### config.mk
export PLATFORM = sky130hd
export DESIGN_NAME = wbs_result_shreg
export DESIGN_NICKNAME = d
export VERILOG_FILES = /design/src/rtl/wbs_pkg.sv /design/src/rtl/wbs_issue_ctl.sv /design/src/rtl/wbs_slot_ring.sv /design/src/rtl/wbs_head_out.sv /design/src/rtl/wbs_result_shreg.sv
export SDC_FILE = /design/constraint.sdc
export NUM_CORES = 1
export LEC_CHECK = 0
export BUFFER_PORTS_ARGS = -buffer_cell sky130_fd_sc_hd__clkbuf_2
export CAP_MARGIN = 25
export CORE_MARGIN = 2
export CORE_UTILIZATION = 45
export CTS_BUF_LIST = sky130_fd_sc_hd__clkbuf_16
export DETAILED_ROUTE_END_ITERATION = 16
export SYNTH_ARGS = -nofsm -noshare
export SYNTH_HDL_FRONTEND = slang
export SYNTH_SLANG_ARGS = --single-unit
### constraint.sdc
create_clock -name clk -period 5.8 [get_ports clk]
set_input_delay 1.16 -clock clk [delete_from_list [all_inputs] [get_ports clk]]
set_output_delay 1.16 -clock clk [all_outputs]
set_load 0.1 [all_outputs]
### src/rtl/wbs_pkg.sv
package wbs_pkg;

    localparam int UNIT_W = 3;
    localparam int REG_W  = 5;
    localparam int PC_W   = 32;

    typedef logic [UNIT_W-1:0] unit_t;
    typedef logic [REG_W-1:0]  reg_t;
    typedef logic [PC_W-1:0]   pc_t;

    // completion record carried by an issuing instruction
    typedef struct packed {
        unit_t unit;
        reg_t  dst;
        pc_t   pc;
    } rec_t;

    // one writeback slot: occupancy plus, at the completion slot, the record
    typedef struct packed {
        logic  occ;
        logic  fin;
        unit_t unit;
        reg_t  dst;
        pc_t   pc;
    } slot_t;

    localparam slot_t SLOT_EMPTY = '0;

    function automatic slot_t make_final(input rec_t r);
        slot_t s;
        s      = SLOT_EMPTY;
        s.occ  = 1'b1;
        s.fin  = 1'b1;
        s.unit = r.unit;
        s.dst  = r.dst;
        s.pc   = r.pc;
        return s;
    endfunction

endpackage

### src/rtl/wbs_issue_ctl.sv
module wbs_issue_ctl
    import wbs_pkg::*;
#(
    parameter int MAX_LAT = 7,
    parameter int DEPTH   = MAX_LAT + 1,
    parameter int LAT_W   = $clog2(DEPTH) + 1
) (
    input  logic             clk,
    input  logic             rst,
    input  logic             flush,
    input  logic             iss_req,
    input  logic [LAT_W-1:0] iss_lat,
    input  logic [DEPTH-1:0] occ_vec,
    output logic             iss_grant,
    output logic             iss_stall,
    output logic             iss_err
);

    logic [DEPTH-1:0] hit;
    logic             lat_bad;
    logic             busy;

    assign hit[0] = 1'b0;

    // window of slots 1..L that the request would claim
    generate
        for (genvar k = 1; k < DEPTH; k++) begin : g_win
            assign hit[k] = occ_vec[k] && (LAT_W'(k) <= iss_lat);
        end
    endgenerate

    assign lat_bad   = (iss_lat == '0) || (iss_lat > LAT_W'(MAX_LAT));
    assign busy      = |hit;
    assign iss_err   = iss_req && lat_bad;
    assign iss_grant = iss_req && !lat_bad && !busy && !flush;
    assign iss_stall = iss_req && !lat_bad && (busy || flush);

    AST_ONE_OUTCOME: assert property (@(posedge clk) disable iff (rst)
        $onehot0({iss_grant, iss_stall, iss_err})) else $error("outcome overlap");

    AST_IDLE_SILENT: assert property (@(posedge clk) disable iff (rst)
        !iss_req |-> !(iss_grant || iss_stall || iss_err)) else $error("outcome without request");

endmodule

### src/rtl/wbs_slot_ring.sv
module wbs_slot_ring
    import wbs_pkg::*;
#(
    parameter int DEPTH = 8,
    parameter int LAT_W = 4
) (
    input  logic             clk,
    input  logic             rst,
    input  logic             flush,
    input  logic             claim,
    input  logic [LAT_W-1:0] claim_lat,
    input  rec_t             claim_rec,
    output logic [DEPTH-1:0] occ_vec,
    output slot_t            head
);

    slot_t [DEPTH-1:0] slots;
    slot_t [DEPTH-1:0] nxt;

    always_comb begin
        // advance one position toward the head
        for (int j = 0; j < DEPTH - 1; j++) begin
            nxt[j] = slots[j + 1];
        end
        nxt[DEPTH-1] = SLOT_EMPTY;
        // claimed slots land one place lower after the shift
        if (claim) begin
            for (int j = 0; j < DEPTH; j++) begin
                if (j == int'(claim_lat) - 1) begin
                    nxt[j] = make_final(claim_rec);
                end else if (j < int'(claim_lat)) begin
                    nxt[j].occ = 1'b1;
                end
            end
        end
    end

    always_ff @(posedge clk) begin
        if (rst || flush) begin
            slots <= '0;
        end else begin
            slots <= nxt;
        end
    end

    generate
        for (genvar j = 0; j < DEPTH; j++) begin : g_occ
            assign occ_vec[j] = slots[j].occ;
        end
    endgenerate

    assign head = slots[0];

    AST_CLAIM_INTO_FREE: assert property (@(posedge clk) disable iff (rst)
        claim |-> !occ_vec[1]) else $error("claim over occupied slot");

    AST_SHIFT_ADVANCE: assert property (@(posedge clk) disable iff (rst)
        (!$past(rst) && !$past(flush) && !$past(claim)) |-> (slots[0] == $past(slots[1])))
        else $error("slot row did not advance");

    AST_FLUSH_CLEARS: assert property (@(posedge clk) disable iff (rst)
        flush |=> (occ_vec == '0)) else $error("flush left reservations");

endmodule

### src/rtl/wbs_head_out.sv
module wbs_head_out
    import wbs_pkg::*;
(
    input  slot_t head,
    output logic  wb_valid,
    output unit_t wb_unit,
    output reg_t  wb_dst,
    output pc_t   wb_pc
);

    always_comb begin
        wb_valid = head.fin;
        wb_unit  = '0;
        wb_dst   = '0;
        wb_pc    = '0;
        if (head.fin) begin
            wb_unit = head.unit;
            wb_dst  = head.dst;
            wb_pc   = head.pc;
        end
    end

endmodule

### src/rtl/wbs_result_shreg.sv
module wbs_result_shreg
    import wbs_pkg::*;
#(
    parameter  int MAX_LAT = 7,
    localparam int DEPTH   = MAX_LAT + 1,
    localparam int LAT_W   = $clog2(DEPTH) + 1
) (
    input  logic              clk,
    input  logic              rst,
    input  logic              flush,
    input  logic              iss_req,
    input  logic [LAT_W-1:0]  iss_lat,
    input  logic [UNIT_W-1:0] iss_unit,
    input  logic [REG_W-1:0]  iss_dst,
    input  logic [PC_W-1:0]   iss_pc,
    output logic              iss_grant,
    output logic              iss_stall,
    output logic              iss_err,
    output logic              wb_valid,
    output logic [UNIT_W-1:0] wb_unit,
    output logic [REG_W-1:0]  wb_dst,
    output logic [PC_W-1:0]   wb_pc
);

    logic [DEPTH-1:0] occ_vec;
    slot_t            head;
    rec_t             req_rec;

    assign req_rec = '{unit: iss_unit, dst: iss_dst, pc: iss_pc};

    wbs_issue_ctl #(
        .MAX_LAT (MAX_LAT),
        .DEPTH   (DEPTH),
        .LAT_W   (LAT_W)
    ) u_ctl (
        .clk       (clk),
        .rst       (rst),
        .flush     (flush),
        .iss_req   (iss_req),
        .iss_lat   (iss_lat),
        .occ_vec   (occ_vec),
        .iss_grant (iss_grant),
        .iss_stall (iss_stall),
        .iss_err   (iss_err)
    );

    wbs_slot_ring #(
        .DEPTH (DEPTH),
        .LAT_W (LAT_W)
    ) u_ring (
        .clk       (clk),
        .rst       (rst),
        .flush     (flush),
        .claim     (iss_grant),
        .claim_lat (iss_lat),
        .claim_rec (req_rec),
        .occ_vec   (occ_vec),
        .head      (head)
    );

    wbs_head_out u_head (
        .head     (head),
        .wb_valid (wb_valid),
        .wb_unit  (wb_unit),
        .wb_dst   (wb_dst),
        .wb_pc    (wb_pc)
    );

    AST_LAT1_LANDS: assert property (@(posedge clk) disable iff (rst)
        (iss_grant && iss_lat == LAT_W'(1) && !flush) |=>
            (wb_valid && wb_dst == $past(iss_dst) && wb_pc == $past(iss_pc)))
        else $error("latency-1 result missing");

    AST_QUIET_AFTER_FLUSH: assert property (@(posedge clk) disable iff (rst)
        flush |=> !wb_valid) else $error("writeback after flush");

    AST_BAD_LAT_REFUSED: assert property (@(posedge clk) disable iff (rst)
        (iss_req && (iss_lat == '0)) |-> (iss_err && !iss_grant)) else $error("zero latency accepted");

endmodule

Yosys cells after proc, flatten, opt, wreduce, memory -nomap -nowiden. Index checks and enable logic that the tools add are counted.

Register bits after elaboration: 335. Bits in latches: 0. Input bits: 48. Memories: 0. Bits in writable memories: 0. Word-level logic and storage cells: 116. ROM bits: 0. Output and inout port bits: 44.

Multiplexer cells: 28. Order comparisons: 16. Multiply operators: 0. Equality and inequality tests: 7. Reductions and logical operators: 23. Add/sub/neg operators: 1. Shift-type cells: 0. Bitwise operators: 2. Div/mod/pow operators: 0.

Operators with widths (count): 41-bit two-way mux (8); 294-bit two-way mux (1); 4-bit by 32-bit equality test with 1-bit output, first input constant (4); 3-bit by 32-bit equality test with 1-bit output, first input constant (2); 2-bit by 32-bit equality test with 1-bit output, first input constant (1); 32-bit logical NOT (1); 32-bit two-way mux (1); 3-bit by 4-bit <= comparator with 1-bit output, first input constant (4); 3-bit by 4-bit less-than comparator with 1-bit output, first input constant (4); 1-bit two-way mux (16); 1-bit logical AND (12); 2-bit by 4-bit <= comparator with 1-bit output, first input constant (2); 1-bit by 4-bit less-than comparator with 1-bit output, first input constant (2); 2-bit by 4-bit less-than comparator with 1-bit output, first input constant (2); 7-bit OR reduction (1); 5-bit two-way mux (1); 4-bit by 1-bit subtractor with 5-bit output, second input constant (1); 4-bit by 3-bit > comparator with 1-bit output, second input constant (1); 1-bit by 4-bit <= comparator with 1-bit output, first input constant (1); 4-bit logical NOT (1); 1-bit logical NOT (3); 1-bit logical OR (3); 3-bit two-way mux (1); 3-bit OR reduction (1); 2 further kinds (3).

Depth between registers and ports, before layout. Gate-level depths: netlist of the first run.

Depth in word-level cells: 8. Gate-level depth with buffers: 8. Gate-level depth less buffers: 4.

By module. A second synthesis of the first run with hierarchy kept.

Cell total of the unflattened synthesis: 1242. Area, all modules: 12425.7 um^2.

Modules (own cells, without submodules): wbs_slot_ring (cells each 1178, sequential area each 6726.5 um^2, instances 1, area each 11989.0 um^2); wbs_head_out (cells each 45, sequential area each 0.0 um^2, instances 1, area each 327.8 um^2); wbs_issue_ctl (cells each 19, sequential area each 0.0 um^2, instances 1, area each 108.9 um^2).

Least setup slack after synthesis of the first run. No wires, ideal clock.

Path type: input to output. From: in iss_lat[0]. To: out iss_grant. Data required time: 4.640 ns. Arrival time: 4.112 ns. Path buffers: 1. Stages on the path: 5. Slack: 0.528 ns. Cell sequence: clkbuf_1 -> a211oi_1 -> o32a_1 -> nand4_1 -> nor3_1.

Longest elaborated chain between the ends: 6. Elaborated cells on any way between the ends: 23. Classes of those cells: order compare: 8; reduce/logical: 15.

Ends and longest elaborated chain: from (decl) (line wbs_result_shreg.sv:12) `input logic [LAT_W-1:0] iss_lat,`; 1-bit by 4-bit <= comparator with 1-bit output (tied with other cells) (line wbs_issue_ctl.sv:28) `assign hit[k] = occ_vec[k] && (LAT_W'(k) <= iss_lat);`; 1-bit logical AND or 1-bit logical OR (tied branches) (line wbs_issue_ctl.sv:28, wbs_issue_ctl.sv:32); 7-bit OR reduction or 1-bit logical NOT (tied branches) (line wbs_issue_ctl.sv:33, wbs_issue_ctl.sv:35); 1-bit logical NOT or 1-bit logical AND (tied branches) (line wbs_issue_ctl.sv:35) `assign iss_grant = iss_req && !lat_bad && !busy && !flush;`; 1-bit logical AND (*) (2 in series) (line wbs_issue_ctl.sv:35); to (decl) (line wbs_result_shreg.sv:16) `output logic iss_grant,`.

Every way passes the cells marked *; elsewhere a longest branch is shown, timed or not.

Worst setup path after layout of the first run.
From: in iss_lat[3]. To: out iss_grant.

The elaborated chain is that of the path after synthesis.

==> reports/results.txt, run 1 <==
Synth-to-layout area growth = 15.80%
Via count = 7,696
Die width = 164.1 µm
Nets = 1,312
Synth Area in Simple Gates = 16.09%
Most frequent cell after synthesis = dfxtp_1
Antenna viol nets, final = 0
First-pass GRT wire length = 36,890 µm
Area contributors post-synth = dfxtp_1, mux2i_1, nand2_1, and2_1, a21oi_1
Number of synthesized flops with an enable pin = 0
Status = completed
Setup crit end kind = output port
Post-Route WL = 22,450 µm
Crit-path slowest cell = clkbuf_2
Clk root buf = clkbuf_16
YS warnings = 0
Initial Utilization = 45.83%
Yosys cell types = 35
Max-cap viol count = 0
Clock sink total = 335
Leading area contributor after synthesis = dfxtp_1
Vias per cell = 4.756
Final hold violation count = 0
Post-synthesis adder-cell area fraction = 0%
Post-Synth XOR/XNOR Area = 0%
Drt wl/cell = 13.88 µm
Syn Area/Cell = 9.890 µm²
CTS tree = yes
Total track usage = 16.94%
Crit-path cells = clkbuf_2, a211oi_1, o32a_1, nand4_1, nor3_1, clkbuf_2
Top-area cell type share of the netlist area = 58.11%
IO Pins = 92
Final Skew = 0.01280 ns
Vias in the first global route = 7,104
Largest net degree at the start of global routing = 95
Synth Area in Compound Gates = 4.889%
Setup Viol. Count Final = 0
Slew headroom = 32.48%
CTS H-Tree Depth = 2
Placed Area = 0.01235 mm²
Setup TNS = 0 ns
Period utilization = 71.50%
IO Port Bufs = 91
Sequential share of the synthesized area = 58.11%
Worst setup SP type = primary input
Initial antenna violation count = 0
Cts repair resizes = 0
Critical path's top delay family = buffers and inverters
TritonCTS buffer count = 35
Final min period = 4.147 ns
Main combinational cell family by area after synthesis = multiplexers
P_leak = 6.064 nW
Mapped Cells = 1,167
Die height = 164.1 µm
PwrDens = 335.9 mW/mm²
CP Max Fanout = 13
CTS Hold Buffers Added = 0
RSZ-0062 raised after global routing = no
Pre-Repair DR Iteration Count = 5
# Post-CTS Setup Buffers = 0
Worst-margin pin slew = 1.013 ns
Fin. max-slew vios = 0
Row count = 58
Global route overflow = 0
DRC Markers = 0
Die area = 0.02694 mm²
Share of post-route cells with drive strength above 1 = 11.88%
Mux contribution to synthesized area = 17.35%
Synth Flop Type = dfxtp_1
Max incr delay on CP = 0.48 ns
WP buf/inv = 2
WP data arrival = 2.99 ns
Max IR drop VDD = 0.1652 mV
Hold slack = 0.4237 ns
Top cells by count, synth = dfxtp_1, nand2_1, mux2i_1
Global placement routability congestion = 0.8337
HP Class = register to register
Placeable Area = 0.02518 mm²
CP Data Required Time = 4.64 ns
CP most frequent cell = clkbuf_2
Synthesis-stage register bit count = 335
Synth async-reset ratio = 0%
Post-route cell area = 0.01336 mm²
ANT cells = 0
Fmax = 241.2 MHz
Netlist Area Pre-Place = 0.01154 mm²
Hpwl dp = 13,060 µm
CTS max path bufs = 3
Starting DRC count in detailed routing = 381
Worst-path clk slew = 0.06 ns
Worst-Skew Late Latency = 0.50 ns
Kind of critical path = primary input to output port
==> state kept, by name, indices dropped and copies added (netlist names) <==
| register | cells |
|---|---|
| u_ring.head | 41 |
| u_ring.slots | 287 |
| u_ring.occ_vec | 7 |
==> power breakdown <==
part | internal (mW) | switching [mW]
clock | 1.14 | 0.844
combinational | 0.0452 | 0.109
sequential | 2.34 | 0.00960
total | 3.53 | 0.962
==> worst paths after layout <==
kind,to,start,slack (ns),depth (start not counted)
hold / removal,u_ring.slots[166],u_ring.slots[208],0.42,2
setup reg to reg,u_ring.slots[247],u_ring.occ_vec[4],3.27,5
setup / recovery,iss_grant,iss_lat[3],1.65,6
hold reg to reg,u_ring.slots[166],u_ring.slots[208],0.42,2
==> worst min-delay path, cell delays in order (launching register included) <==
cell,delay [ns]
dfxtp_1,0.29
inv_1,0.04
a21oi_1,0.05
==> placed cells by master, fill, tap and decap left out, drive strengths merged, types with 3 or more instances in the layout <==
| master | netlist | routed |
|---|---|---|
| nand4 | 3 | 3 |
| nand3 | 45 | 45 |
| conb | 1 | 42 |
| clkbuf | 58 | 128 |
| nor2b | 3 | 3 |
| nand2 | 330 | 330 |
| o21ai | 42 | 42 |
| a21oi | 46 | 46 |
| and2 | 41 | 41 |
| buf | 27 | 13 |
| mux2i | 200 | 200 |
| and3 | 3 | 3 |
| o31ai | 3 | 3 |
| inv | 5 | 15 |
| dfxtp | 335 | 335 |
| nor2 | 7 | 7 |
| clkinv | 0 | 14 |
==> routing by layer <==
metal  track usage (%)  vias up  wire length [µm]
li1                  -     3998                 -
met3             3.081       29               829
met5                 0        -                 0
met2             28.41      128             10500
met4             4.585        0               397
met1             22.43     3541             10720
==> per-stage QoR <==
stage | worst slack (ns) | total power [mW] | utilization (%) | cells
4_1_cts | 1.702 | 4.547 | 53.07 | 1618
6_report | 1.653 | 4.489 | 53.07 | 1618
3_3_place_gp | 1.780 | 2.553 | 48.93 | 1555
3_5_place_dp | 1.705 | 2.556 | 49.03 | 1557
5_1_grt | 1.504 | 4.657 | 53.07 | 1618
2_1_floorplan | 0.5284 | 2.502 | - | 1208
==> logic make-up (layout without fill, tap and decap cells) <==
logic type	Yosys count	count (layout)
and+or+nand+nor	440	440
DFF	335	335
muxes	200	200
buffers and inverters	90	170
AOI/OAI and AO/OA	101	101
other	1	42
==> final cells by class <==
cell class | instances | area [µm²]
tap | 330 | 412.9
sequential | 335 | 6706
timing repair buffer | 104 | 600.6
multi-input combinational | 783 | 4607
fill | 2330 | 11820
clock inverter | 24 | 92.59
clock buffer | 37 | 925.9
inverter | 5 | 18.77
Note: power is estimated with default switching activity, not from simulation.
==> inputs of run 2 (changes only) <==
--- a/config.mk
+++ b/config.mk
@@ -11,6 +11,7 @@
 export CORE_UTILIZATION = 45
 export CTS_BUF_LIST = sky130_fd_sc_hd__clkbuf_16
 export DETAILED_ROUTE_END_ITERATION = 16
+export PLACE_DENSITY = 0.65
 export SYNTH_ARGS = -nofsm -noshare
 export SYNTH_HDL_FRONTEND = slang
 export SYNTH_SLANG_ARGS = --single-unit
==> constraint.sdc (replaced) <==
create_clock -name clk -period 3.8 [get_ports clk]
set_input_delay 0.76 -clock clk [delete_from_list [all_inputs] [get_ports clk]]
set_output_delay 0.76 -clock clk [all_outputs]
set_load 0.1 [all_outputs]
==> run 2 against run 1 <==
Net effect: utilization grew 0.36 points; via count grew 3.1%; first-iteration DRC count grew 5.8%; final cell count grew 0.31%; die area is the same; design area grew 0.68%; critical path type unchanged; critical endpoint unchanged; highest routed layer unchanged.
==> reports/results.txt, run 2 (same netlist as run 1, synthesis figures left out) <==
Die area = 0.02694 mm² (unchanged)
Worst setup SP type = primary input (unchanged)
IO Port Bufs = 91 (unchanged)
Status = completed (unchanged)
Via count = 7,936 (was 7,696)
Top Layer Used = met4 (unchanged)
Initial antenna violation count = 0 (unchanged)
HP Class = register to register (unchanged)
Psw = 1.489 mW (was 962.2 µW)
Max incr delay on CP = 0.48 ns (about the same)
Combinational power share = 3.5% (was 3.4%)
Max IR drop VDD = 0.3192 mV (was 0.1652 mV)
Worst-Skew Late Latency = 0.50 ns (about the same)
Clk root buf = clkbuf_16 (unchanged)
Metal2 WL = 10,650 µm (was 10,500 µm)
Synth-to-layout area growth = 16.59% (was 15.80%)
Drt wl/cell = 13.86 µm (was 13.88 µm)
CTS max path bufs = 3 (unchanged)
Largest net degree at the start of global routing = 125 (was 95)
Fin. max-slew vios = 0 (unchanged)
CP Data Required Time = 3.04 ns (was 4.64 ns)
Kind of critical path = primary input to output port (unchanged)
Initial Utilization = 45.83% (unchanged)
Share of post-route cells with drive strength above 1 = 12.68% (was 11.88%)
TritonCTS buffer count = 35 (unchanged)
CTS tree = yes (unchanged)
Hold slack = 0.4295 ns (was 0.4237 ns)
Non-Filler Instances = 1,623 (was 1,618)
Global route overflow = 0 (unchanged)
Starting DRC count in detailed routing = 403 (was 381)
CP Max Fanout = 13 (unchanged)
Most frequent cells in the layout = dfxtp_1, nand2_1, mux2i_1 (unchanged)
WP data arrival = 2.53 ns (was 2.99 ns)
Met1 WL = 10,350 µm (was 10,720 µm)
Crit-path cells = clkbuf_2, a211oi_1, o32a_1, nand4_1, nor3_2, clkbuf_2 (was clkbuf_2, a211oi_1, o32a_1, nand4_1, nor3_1, clkbuf_2)
CTS Hold Buffers Added = 0 (unchanged)
Setup TNS = 0 ns (unchanged)
Slew headroom = 44.43% (was 32.48%)
Pre-CTS setup slack = 0.5552 ns (was 1.705 ns)
Nets = 1,315 (was 1,312)
Total power = 6.883 mW (was 4.489 mW)
Pre-Repair DR Iteration Count = 5 (unchanged)
Worst-path clk slew = 0.06 ns (about the same)
Setup Viol. Count Final = 0 (unchanged)
DRC Markers = 0 (unchanged)
Power share of the clock group = 44.4% (was 44.2%)
Crit-path slowest cell = clkbuf_2 (unchanged)
DP Cell Count = 1,560 (was 1,557)
Worst R2R Setup Slack = 1.56 ns (was 3.27 ns)
Internal power = 5.394 mW (was 3.527 mW)
FF/Latch Area = 0.006706 mm² (unchanged)
Cts repair resizes = 0 (unchanged)
Total track usage = 16.64% (was 16.94%)
R2R Path End = u_ring.slots[182] (was u_ring.slots[247])
Row count = 58 (unchanged)
Final min period = 3.287 ns
Startpoint of the worst hold path = u_ring.slots[208] (unchanged)
First-pass GRT wire length = 36,340 µm (was 36,890 µm)
Post-Route WL = 22,500 µm (was 22,450 µm)
Hold path depth = 2 (unchanged)
Clock sink total = 335 (unchanged)
Die width = 164.1 µm (unchanged)
Antenna viol nets, final = 0 (unchanged)
Final hold violation count = 0 (unchanged)
PwrDens = 511.6 mW/mm² (was 335.9 mW/mm²)
IO Pins = 92 (unchanged)
Die height = 164.1 µm (unchanged)
Max-cap viol count = 0 (unchanged)
Fmax = 304.2 MHz
Reg power frac = 52.1% (was 52.4%)
Final WS setup = 0.5130 ns (was 1.653 ns)
CP most frequent cell = clkbuf_2 (unchanged)
WP buf/inv = 2 (unchanged)
Final Skew = 0.01165 ns (was 0.01280 ns)
Max reg flops = 287 (unchanged)
R2R cell count = 5 (unchanged)
Vias per cell = 4.890 (was 4.756)
RSZ-0062 raised after global routing = no (unchanged)
Switching share of power = 21.63% (was 21.44%)
Most flops, register = u_ring.slots (unchanged)
Global placement routability congestion = 0.8750 (was 0.8337)
Worst-margin pin slew = 0.8259 ns (was 1.013 ns)
# Post-CTS Setup Buffers = 0 (unchanged)
Critical path's top delay family = buffers and inverters (unchanged)
CTS H-Tree Depth = 2 (unchanged)
Met3 WL = 959 µm (was 829 µm)
Most common cell after layout, fill and taps aside = dfxtp_1 (unchanged)
Setup crit end kind = output port (unchanged)
Reg2reg start = u_ring.occ_vec[5] (was u_ring.occ_vec[4])
Vias in the first global route = 7,209 (was 7,104)
FILL cells = 2,285 (was 2,330)
P_leak = 6.101 nW (was 6.064 nW)
Placeable Area = 0.02518 mm² (unchanged)
Worst hold endpoint = u_ring.slots[166] (unchanged)
Multi-input gate area = 0.004618 mm² (was 0.004607 mm²)
Period utilization = 86.50%
ANT cells = 0 (unchanged)
Hpwl dp = 12,890 µm (was 13,060 µm)
## run 2: worst register-to-register path, delay by kind of cell (launching register included)
| family | cells | cell delay, ns |
|---|---|---|
| buffers and inverters | 1 | 0.45 |
| multiplexers | 1 | 0.13 |
| AND/OR/NAND/NOR | 1 | 0.63 |
| flip-flops | 1 | 0.33 |
| AO/OA/AOI/OAI | 2 | 0.59 |
## run 2: power by group through the flow
stage / logic [mW] / clock network, mW / registers (mW)
final: 0.238 / 3.06 / 3.59
after global placement: 0.232 / 0 / 3.66
after detailed placement: 0.238 / 0 / 3.66
after floorplan: 0.159 / 0 / 3.66
after CTS: 0.239 / 3.16 / 3.59
after global routing: 0.265 / 3.29 / 3.59
## run 2: how the worst max path moves through the flow
| stage | slack (ns) | startpoint | cells after the start | endpoint |
|---|---|---|---|---|
| after global routing | 0.42 | iss_lat[3] | 6 | iss_grant |
| after global placement | 0.56 | iss_lat[3] | 6 | iss_grant |
| after CTS | 0.55 | iss_lat[3] | 6 | iss_grant |
| after detailed placement | 0.56 | iss_lat[3] | 6 | iss_grant |
| after floorplan | 0.16 | iss_lat[0] | 5 | iss_grant |
| final | 0.51 | iss_lat[3] | 6 | iss_grant |
## run 2: per-stage QoR
step / util, % / area [µm²]
3_5_place_dp: 49.32 / 12420
4_1_cts: 53.43 / 13460
5_1_grt: 53.43 / 13460
3_3_place_gp: 49.24 / 12400
2_1_floorplan: - / 11710
6_report: 53.43 / 13460
## run 2: cell type report
type / instances / share of cell area (%)
Multi-Input combinational cell: 783 / 34.32
Timing Repair Buffer: 107 / 4.928
Sequential cell: 335 / 49.84
Clock inverter: 26 / 0.8183
Tap cell: 330 / 3.069
Inverter: 5 / 0.1395
Clock buffer: 37 / 6.881
## run 2: layer usage
layer  track usage, %  up-vias
li1                 -     4014
met3            3.182       37
met2            28.17      139
met1            21.26     3746
met5                0        -
met4            5.702        0
==> inputs of run 3 (changes only) <==
--- a/config.mk
+++ b/config.mk
@@ -7,11 +7,13 @@
 export LEC_CHECK = 0
 export BUFFER_PORTS_ARGS = -buffer_cell sky130_fd_sc_hd__clkbuf_2
 export CAP_MARGIN = 25
+export CELL_PAD_IN_SITES_DETAIL_PLACEMENT = 1
+export CELL_PAD_IN_SITES_GLOBAL_PLACEMENT = 1
 export CORE_MARGIN = 2
-export CORE_UTILIZATION = 45
+export CORE_UTILIZATION = 42
 export CTS_BUF_LIST = sky130_fd_sc_hd__clkbuf_16
 export DETAILED_ROUTE_END_ITERATION = 16
-export PLACE_DENSITY = 0.65
+export PLACE_DENSITY_LB_ADDON = 0.1
 export SYNTH_ARGS = -nofsm -noshare
 export SYNTH_HDL_FRONTEND = slang
 export SYNTH_SLANG_ARGS = --single-unit
==> run 3 against run 2 <==
Net effect: flip-flop and latch count did not move; combinational power up 3%; setup slack lost 0.048 ns; via count up 1.8%; die area up 7.0%; routed wire length rose by 16%; utilization decreased by 3.0 points; first-iteration DRC count down 10%; critical endpoint unchanged; largest cell class unchanged.
==> reports/results.txt, run 3 (same netlist as run 1, synthesis figures left out) <==
Max IR drop VDD = 0.3562 mV (was 0.3192 mV)
TritonCTS buffer count = 36 (was 35)
Initial antenna violation count = 0 (unchanged)
HP Class = register to register (unchanged)
First-pass GRT wire length = 42,840 µm (was 36,340 µm)
Most common cell after layout, fill and taps aside = dfxtp_1 (unchanged)
Placeable Area = 0.02695 mm² (was 0.02518 mm²)
Kind of critical path = primary input to output port (unchanged)
Die height = 169.8 µm (was 164.1 µm)
CP Max Fanout = 13 (unchanged)
Worst setup SP type = primary input (unchanged)
Worst setup startpoint = iss_lat[3] (unchanged)
R2R cell count = 5 (unchanged)
Worst-path clk slew = 0.06 ns (about the same)
R2R Path End = u_ring.slots[101] (was u_ring.slots[182])
IO Pins = 92 (unchanged)
Starting DRC count in detailed routing = 362 (was 403)
Cts repair resizes = 0 (unchanged)
P_leak = 6.152 nW (was 6.101 nW)
Last element of the critical path = iss_grant (unchanged)
Max reg flops = 287 (unchanged)
Post-Route WL = 26,180 µm (was 22,500 µm)
Final Skew = 0.01645 ns (was 0.01165 ns)
Share of post-route cells with drive strength above 1 = 13.05% (was 12.68%)
Non-Filler Instances = 1,636 (was 1,623)
Period utilization = 87.76% (was 86.50%)
Worst R2R Setup Slack = 1.69 ns (was 1.56 ns)
Setup TNS = 0 ns (unchanged)
Initial Utilization = 42.82% (was 45.83%)
DRC Markers = 0 (unchanged)
# Post-CTS Setup Buffers = 0 (unchanged)
CTS Hold Buffers Added = 0 (unchanged)
Status = completed (unchanged)
Nets = 1,315 (unchanged)
Total track usage = 18.48% (was 16.64%)
PwrDens = 533.0 mW/mm² (was 511.6 mW/mm²)
Global route overflow = 0 (unchanged)
Global placement routability congestion = 0.7979 (was 0.8750)
ANT cells = 0 (unchanged)
Most frequent cells in the layout = dfxtp_1, nand2_1, mux2i_1 (unchanged)
Hpwl dp = 14,770 µm (was 12,890 µm)
Setup Viol. Count Final = 0 (unchanged)
Worst-margin pin slew = 0.8296 ns (was 0.8259 ns)
Die area = 0.02882 mm² (was 0.02694 mm²)
CTS H-Tree Depth = 2 (unchanged)
Worst-Skew Late Latency = 0.51 ns (was 0.50 ns)
Max-cap viol count = 0 (unchanged)
Die width = 169.8 µm (was 164.1 µm)
CTS tree = yes (unchanged)
Setup crit end kind = output port (unchanged)
Drt wl/cell = 16.00 µm (was 13.86 µm)
CTS max path bufs = 3 (unchanged)
Final min period = 3.335 ns (was 3.287 ns)
Reg2reg start = u_ring.occ_vec[1] (was u_ring.occ_vec[5])
Via count = 8,077 (was 7,936)
RSZ-0062 raised after global routing = no (unchanged)
Clk root buf = clkbuf_16 (unchanged)
IO Port Bufs = 91 (unchanged)
Fin. max-slew vios = 0 (unchanged)
Row count = 60 (was 58)
DP Cell Count = 1,570 (was 1,560)
Vias in the first global route = 8,280 (was 7,209)
Most flops, register = u_ring.slots (unchanged)
Synth-to-layout area growth = 17.75% (was 16.59%)
Clock sink total = 335 (unchanged)
Largest net degree at the start of global routing = 98 (was 125)
Final hold violation count = 0 (unchanged)
Fmax = 299.8 MHz (was 304.2 MHz)
Vias per cell = 4.937 (was 4.890)
Slew headroom = 44.69% (was 44.43%)
Pre-Repair DR Iteration Count = 4 (was 5)
CP Data Required Time = 3.04 ns (about the same)
Antenna viol nets, final = 0 (unchanged)
WP data arrival = 2.58 ns (was 2.53 ns)
## run 3: cell count changes in the layout (fill, tap and decap cells not counted), sizes merged
cell      before  now
buf           16   15
bufinv         0    4
clkinvlp       1    0
## run 3: cell type report
type / instances / area, µm²
clock inverters: 29 / 237.7
repair buffers: 106 / 655.6
flip-flops and latches: 335 / 6706
clock buffers: 37 / 925.9
inverters: 5 / 18.77
fillers: 3024 / 13360
well taps: 341 / 426.7
multi-input cells: 783 / 4618
## run 3: layer usage
| layer | part of all wire [%] | vias up | GRT usage [%] | routed length [µm] |
|---|---|---|---|---|
| met2 | 49 | 94 | 32.81 | 12920 |
| met3 | 3.2 | 29 | 2.938 | 836 |
| met1 | 46 | 3953 | 23.46 | 12030 |
| met4 | 1.5 | 0 | 4.608 | 393 |
| li1 | - | 4001 | - | - |
| met5 | 0 | - | 0 | 0 |
## run 3: per-stage QoR
stage | instance area (µm²) | util, % | hold slack (ns) | power (mW) | worst slack [ns]
floorplan | 11710 | - | 0.4108 | 3.820 | 0.1561
global placement | 12430 | 46.10 | 0.4120 | 3.906 | 0.4709
detailed placement | 12430 | 46.10 | 0.4235 | 3.912 | 0.4575
CTS | 13590 | 50.42 | 0.4315 | 7.350 | 0.4464
global route | 13590 | 50.42 | 0.4420 | 7.526 | 0.3175
finish | 13590 | 50.42 | 0.4306 | 7.243 | 0.4650
## run 3: power by group
part / switching (mW) / internal, mW
registers: 0.0163 / 3.57
logic: 0.174 / 0.0704
clock network: 1.37 / 2.04
## run 3: worst max-delay path: stages
cell,delay [ns]
clkbuf_2,0.21
a211oi_1,0.26
o32a_1,0.36
nand4_1,0.32
nor3_2,0.18
clkbuf_2,0.48
## run 3: how the worst min path moves through the flow
stage | slack (ns) | from | endpoint | cells after the start
floorplan | 0.41 | u_ring.slots[208] | u_ring.slots[166] | 2
global placement | 0.41 | u_ring.slots[250] | u_ring.slots[208] | 2
detailed placement | 0.42 | u_ring.slots[250] | u_ring.slots[208] | 2
CTS | 0.43 | u_ring.slots[290] | u_ring.slots[248] | 2
global route | 0.44 | u_ring.slots[288] | u_ring.slots[246] | 2
finish | 0.43 | u_ring.slots[318] | u_ring.slots[276] | 2
